--- config.mk ---
export PLATFORM = sky130hd
export DESIGN_NAME = optld_top
export DESIGN_NICKNAME = d
export VERILOG_FILES = /design/src/rtl/optld_pkg.sv /design/src/rtl/optld_pair_check.sv /design/src/rtl/optld_seq.sv /design/src/rtl/optld_decode.sv /design/src/rtl/optld_top.sv
export SDC_FILE = /design/constraint.sdc
export NUM_CORES = 1
export LEC_CHECK = 0
export BUFFER_PORTS_ARGS = -buffer_cell sky130_fd_sc_hd__buf_2
export CAP_MARGIN = 10
export CORE_ASPECT_RATIO = 1.75
export CORE_MARGIN = 2
export CORE_UTILIZATION = 48
export DETAILED_ROUTE_END_ITERATION = 8
export GPL_ROUTABILITY_DRIVEN = 0
export PLACE_DENSITY_LB_ADDON = 0.05
export SYNTH_ARGS = -nofsm -noshare
export SYNTH_HDL_FRONTEND = slang
export SYNTH_SLANG_ARGS = --single-unit
--- constraint.sdc ---
create_clock -name clk -period 1.8 [get_ports clk]
set_input_delay 0.54 -clock clk [delete_from_list [all_inputs] [get_ports clk]]
set_output_delay 0.54 -clock clk [all_outputs]
set_load 0.01 [all_outputs]
--- src/rtl/optld_pkg.sv ---
// Shared types and constants for the reset-time configuration loader.
// Assumes 8-bit value bytes, each paired with an 8-bit complement.
package optld_pkg;
    localparam int BYTE_W = 8;
    localparam int PAIR_W = 2 * BYTE_W;
    localparam logic [BYTE_W-1:0] PROT_KEY_OPEN = 8'hA5;
    localparam logic [BYTE_W-1:0] PROT_KEY_HIGH = 8'hCC;

    typedef enum logic [1:0] {
        PROT_NONE = 2'd0,
        PROT_LOW  = 2'd1,
        PROT_HIGH = 2'd2
    } prot_lvl_e;

    typedef enum logic [1:0] {
        SQ_IDLE  = 2'd0,
        SQ_ISSUE = 2'd1,
        SQ_WAIT  = 2'd2,
        SQ_DONE  = 2'd3
    } seq_st_e;
endpackage

--- src/rtl/optld_pair_check.sv ---
// Complement check for one value/complement pair (complement in the upper byte).
// A pair is accepted when the upper byte inverts the lower one, or when both
// bytes are all ones. A rejected pair is replaced by all ones.
// Purely combinational; assumes the caller decides when to capture the result.
module optld_pair_check #(
    parameter int BW = 8
) (
    input  logic [2*BW-1:0] pair_in,
    output logic            pair_ok,
    output logic [2*BW-1:0] pair_out
);
    logic [BW-1:0] val_b;
    logic [BW-1:0] inv_b;

    // split the pair and judge it
    always_comb begin
        val_b    = pair_in[BW-1:0];
        inv_b    = pair_in[2*BW-1:BW];
        pair_ok  = (inv_b == ~val_b) || (&pair_in);
        pair_out = pair_ok ? pair_in : '1;
    end
endmodule

--- src/rtl/optld_seq.sv ---
// Load sequencer: one idle cycle after reset, then for every word a read
// request cycle followed by a capture cycle. The read port is assumed to
// return data exactly one cycle after the request.
module optld_seq
    import optld_pkg::*;
#(
    parameter int             N_WORDS   = 2,
    parameter int             AW        = 16,
    parameter logic [AW-1:0]  BASE_ADDR = 16'h0800,
    parameter int             ADDR_STEP = 4,
    localparam int            IW        = (N_WORDS > 1) ? $clog2(N_WORDS) : 1
) (
    input  logic          clk,
    input  logic          rst_n,
    output logic          rd_en,
    output logic [AW-1:0] rd_addr,
    output logic          cap_en,
    output logic [IW-1:0] cap_idx,
    output logic          done
);
    seq_st_e       st_q;
    logic [IW-1:0] idx_q;

    // state and word index advance
    always_ff @(posedge clk) begin
        if (!rst_n) begin
            st_q  <= SQ_IDLE;
            idx_q <= '0;
        end else begin
            case (st_q)
                SQ_IDLE:  st_q <= SQ_ISSUE;
                SQ_ISSUE: st_q <= SQ_WAIT;
                SQ_WAIT: begin
                    if (idx_q == IW'(N_WORDS - 1)) begin
                        st_q <= SQ_DONE;
                    end else begin
                        st_q  <= SQ_ISSUE;
                        idx_q <= idx_q + 1'b1;
                    end
                end
                default:  st_q <= SQ_DONE;
            endcase
        end
    end

    // request, capture and completion strobes
    always_comb begin
        rd_en   = (st_q == SQ_ISSUE);
        rd_addr = BASE_ADDR + (AW'(idx_q) * AW'(ADDR_STEP));
        cap_en  = (st_q == SQ_WAIT);
        cap_idx = idx_q;
        done    = (st_q == SQ_DONE);
    end
endmodule

--- src/rtl/optld_decode.sv ---
// Turns the protection and configuration bytes into control outputs.
// While loading is incomplete it presents safe values: low-level protection,
// watchdog on, resets on low-power entry on.
module optld_decode
    import optld_pkg::*;
(
    input  logic              done,
    input  logic [BYTE_W-1:0] prot_byte,
    input  logic [BYTE_W-1:0] cfg_byte,
    output prot_lvl_e         prot_lvl,
    output logic              prot_on,
    output logic              wdt_auto_en,
    output logic              rst_on_deepsleep,
    output logic              rst_on_standby
);
    // level decode with safe values before completion
    always_comb begin
        if (!done) begin
            prot_lvl         = PROT_LOW;
            wdt_auto_en      = 1'b1;
            rst_on_deepsleep = 1'b1;
            rst_on_standby   = 1'b1;
        end else begin
            if (prot_byte == PROT_KEY_OPEN)      prot_lvl = PROT_NONE;
            else if (prot_byte == PROT_KEY_HIGH) prot_lvl = PROT_HIGH;
            else                                 prot_lvl = PROT_LOW;
            wdt_auto_en      = ~cfg_byte[0];
            rst_on_deepsleep = ~cfg_byte[1];
            rst_on_standby   = ~cfg_byte[2];
        end
        prot_on = (prot_lvl != PROT_NONE);
    end
endmodule

--- src/rtl/optld_top.sv ---
// Reset-time configuration loader. Pair k lives in word k/2, half k%2.
// Pair 0 is protection, pair 1 is configuration, and the remaining pairs are
// user data bytes. Assumes N_PAIRS >= 2 and a read port with one cycle of latency.
module optld_top
    import optld_pkg::*;
#(
    parameter int             AW        = 16,
    parameter logic [AW-1:0]  BASE_ADDR = 16'h0800,
    parameter int             ADDR_STEP = 4,
    parameter int             N_PAIRS   = 3,
    localparam int            N_WORDS   = (N_PAIRS + 1) / 2,
    localparam int            DW        = 2 * PAIR_W,
    localparam int            CFG_W     = 2 + BYTE_W * (N_PAIRS - 1),
    localparam int            IMG_W     = PAIR_W * N_PAIRS,
    localparam int            IW        = (N_WORDS > 1) ? $clog2(N_WORDS) : 1
) (
    input  logic             clk,
    input  logic             rst_n,
    output logic             rd_en,
    output logic [AW-1:0]    rd_addr,
    input  logic [DW-1:0]    rd_data,
    output logic             done,
    output logic             pair_err,
    output logic [CFG_W-1:0] usr_cfg,
    output logic [IMG_W-1:0] pair_image,
    output logic [1:0]       prot_lvl,
    output logic             wdt_auto_en,
    output logic             rst_on_deepsleep,
    output logic             rst_on_standby
);
    logic                         cap_en;
    logic [IW-1:0]                cap_idx;
    logic [1:0]                   half_ok;
    logic [1:0]                   half_used;
    logic [1:0][PAIR_W-1:0]       half_fix;
    logic [N_PAIRS-1:0][PAIR_W-1:0] pair_q;
    logic                         err_q;
    logic                         prot_on;
    prot_lvl_e                    lvl_e;

    optld_seq #(
        .N_WORDS  (N_WORDS),
        .AW       (AW),
        .BASE_ADDR(BASE_ADDR),
        .ADDR_STEP(ADDR_STEP)
    ) u_seq (
        .clk    (clk),
        .rst_n  (rst_n),
        .rd_en  (rd_en),
        .rd_addr(rd_addr),
        .cap_en (cap_en),
        .cap_idx(cap_idx),
        .done   (done)
    );

    // one checker per half of the read word
    for (genvar h = 0; h < 2; h++) begin : g_half
        optld_pair_check #(.BW(BYTE_W)) u_chk (
            .pair_in (rd_data[h*PAIR_W +: PAIR_W]),
            .pair_ok (half_ok[h]),
            .pair_out(half_fix[h])
        );
        // a half counts only if it maps to a defined pair
        always_comb half_used[h] = (2 * int'(cap_idx) + h) < N_PAIRS;
    end

    // capture the checked pairs of the current word
    always_ff @(posedge clk) begin
        if (!rst_n) begin
            pair_q <= '0;
        end else if (cap_en) begin
            for (int k = 0; k < N_PAIRS; k++) begin
                if (cap_idx == IW'(k / 2)) pair_q[k] <= half_fix[k % 2];
            end
        end
    end

    // sticky error flag, cleared by reset only
    always_ff @(posedge clk) begin
        if (!rst_n)                              err_q <= 1'b0;
        else if (cap_en && |(half_used & ~half_ok)) err_q <= 1'b1;
    end

    optld_decode u_dec (
        .done            (done),
        .prot_byte       (pair_q[0][BYTE_W-1:0]),
        .cfg_byte        (pair_q[1][BYTE_W-1:0]),
        .prot_lvl        (lvl_e),
        .prot_on         (prot_on),
        .wdt_auto_en     (wdt_auto_en),
        .rst_on_deepsleep(rst_on_deepsleep),
        .rst_on_standby  (rst_on_standby)
    );

    // register image and stored pairs, published only after completion
    always_comb begin
        usr_cfg = CFG_W'(2);
        if (done) begin
            usr_cfg[0] = err_q;
            usr_cfg[1] = prot_on;
            for (int k = 1; k < N_PAIRS; k++) begin
                usr_cfg[2 + BYTE_W*(k-1) +: BYTE_W] = pair_q[k][BYTE_W-1:0];
            end
        end
        pair_image = done ? pair_q : '0;
        prot_lvl   = lvl_e;
        pair_err   = err_q;
    end
endmodule

==> metrics.yaml <==
critical_path:
  worstSetupPathType: "flip-flop to output port"
  slowest_stage: "dfxtp_4"
  worstPathCellList: "buf_12, buf_12, clkbuf_16, and3_4, buf_6"
  cpLargestDelayFamily: "buffers and inverters"
  cpMostUsedCell: "buf_12"
  startpoint_type: "flip-flop"
  arrival_ps: 1400
  critPathMaxFanout: 6
  endpoint_kind: "output port"
  cp.required_ps: 1260
  max_stage_delay_ps: 370
  critPathBufInv: 4
clocking:
  cts_tree: "done"
  clk_path_buf_depth: 2
  cts_buffers: 5
  clkLatencyLatePin_ps: 300
  cts_root_buf: "clkbuf_8"
  htree_num_levels: 2
  cts.sinks: 52
  clk_pin_slew_worst_paths_ps: 90
  cts_hold_buf: 0
sta:
  timing.final.crit_share: 1.076
  slew_headroom: 0.6550
  rsz0062_at_grt: "true"
  hold_slack_ps: 479.6
  setup_viol: 43
  slew_violations: 0
  fmax_ghz: 0.5162
  clock_skew_ps: 3.295
  worst_pin_slew_ps: 515.0
  fin_crit_ps: 1937
  postLayoutSetupSlackWorst_ps: -137.1
  hold_violations: 0
layout:
  register_area_um2: 1052
  syn_to_final_growth_pct: 53.17
  layout.nets: 507
  multiInputGateArea_um2: 1685
  antenna-diode-count: 0
  layoutNonFillerInstCount: 552
  fillers: 462
  final_layout_size_suffix_gt1_frac: 0.4768
floorplan:
  die_area_um2: 6614
  row_count: 37
  die_w_um: 62.34
  initial_core_util: 0.4901
  coreArea_um2: 5833
  die_h_um: 106.1
  ioPinCount: 124
power_and_ir_drop:
  vdd_drop_max_uv: 399.1
  p_leak_nw: 1.968
  p_per_area_nw_per_um2: 584.3
place:
  io_buffers: 108
  placedCellCount: 531
  hpwl_um: 5653
global_routing:
  grt_pass1_vias: 2627
  gr-total-overflow: 0
  antenna_found_initial: 0
  grt_pass1_wl_um: 12480
  track_usage: 0.2348
  grt_max_degree: 33
detailed_routing:
  vias: 2963
  firstDrtPassIters: 4
  wl_per_cell_um: 16.56
  postRouteAntennaNets: 0
  drcViolationCount: 0
  drt_iter0_drc: 227
  routed_wl_um: 9140
  via_per_inst: 5.368
synthesis:
  netlist_area_um2: 2859
  synth.yosys.warnings: 0
  yosys.area.top_type_share: 0.3641
  ys_seq_area_frac: 0.3641
  syn-instance-count: 365
  synth_commonest_cells: "dfxtp_1 (52), and3_1 (46), nor2_1 (39), nand2_1 (36)"
  yosysTopAreaCell: "dfxtp_1"
  synth_ff_type: "dfxtp_1"
  synth_seq_cells: 52
  netlist_top_cells_area: "dfxtp_1 (36%), and3_1 (10%), buf_4 (8.4%), o21ai_0 (5.6%), nor2_1 (5.1%)"
  ys_types: 30
  syn_area_per_cell_um2: 7.833
  synth_edf_count: 0
  synth_most_common_cell: "dfxtp_1"
  synthArstFlopShare: 0
outcome:
  status: "finished, violations left"
  violations: "setup timing"
flow_run:
  cap_violations: 0
min_path:
  min_path_type: "flip-flop to flip-flop"
## state kept, by name (all words and copies together) (netlist names)
signal / cells
pair_q: 48
u_seq.cap_idx: 1
u_seq.st_q: 2
pair_err: 1
## power breakdown
part	leakage, nW	switching [mW]	internal, mW
Sequential	0.427	0.0500	1.22
Combinational	1.49	0.270	0.230
Clock	0.0552	0.377	0.413
Total	1.97	0.697	1.86
## worst register-to-register path: cells and delay by family, from the launching register on
family	cells	cell delay [ps]
compound gates	1	180
flops	1	380
buf+inv	2	430
simple gates	3	640
## cells by family after synthesis
kind of cell / Yosys count / synth area share
flops: 52 / 0.3641
other cells: 2 / 0.002627
xor+xnor: 16 / 0.04901
simple gates: 145 / 0.2582
buf+inv: 66 / 0.1466
compound gates: 84 / 0.1794
## final cells by class
cell class / count / area share
Multi-Input combinational cell: 260 / 0.3849
Sequential cell: 52 / 0.2403
Clock inverter: 2 / 0.008000
Clock buffer: 6 / 0.01657
Tap cell: 78 / 0.02229
Inverter: 5 / 0.004286
Timing Repair Buffer: 149 / 0.3237
## repair_timing
action                     4_1_cts  5_1_grt
hold endpoints to repair         0        0
setup endpoints to repair       58       64
pin swaps                        3       12
gates cloned                     1        5
gates resized for setup         19      121
setup buffers                    4        4
## cells in the final DEF, fill, tap and decap left out, types with 16 or more instances in the layout
| cell type | n |
|---|---|
| o21ai_0 | 32 |
| dfxtp_1 | 47 |
| nor2_1 | 39 |
| a31oi_1 | 17 |
| and3_4 | 38 |
| xor2_1 | 16 |
| a21oi_1 | 21 |
| buf_2 | 50 |
| nand2_1 | 33 |
| buf_6 | 63 |
| buf_4 | 21 |
## metrics by stage
stage / cell area [um2] / setup TNS (ps) / util / setup WS [ps] / total power [mW]
after global routing: 4379 / -5409 / 0.7508 / -218.1 / 2.684
after global placement: 3396 / -762.6 / 0.5822 / -55.62 / 1.651
after detailed placement: 3396 / -818.4 / 0.5822 / -63.39 / 1.656
final: 4379 / -3332 / 0.7508 / -137.1 / 2.559
after CTS: 3626 / -381.5 / 0.6216 / -112.2 / 2.475
after floorplan: 2908 / 0 / - / 43.08 / 1.508
## worst paths after layout
path                                     from             end  slack (ps)  cells past startpoint
worst min register to register     pair_q[23]      pair_q[23]         480                      2
worst max register to register  u_seq.st_q[0]      pair_q[28]         100                      6
worst min-delay path               pair_q[23]      pair_q[23]         480                      2
worst max-delay path            u_seq.st_q[1]  pair_image[35]        -140                      5
## routing by layer
layer  up-vias  wire, um  global-route usage
met1      1429      3379              0.2658
met5         -         0                   0
met4         0       136             0.06032
met2        97      5209              0.4534
met3        15       414             0.03386
li1       1422         -                   -
Power figures use the tool's default switching activity.
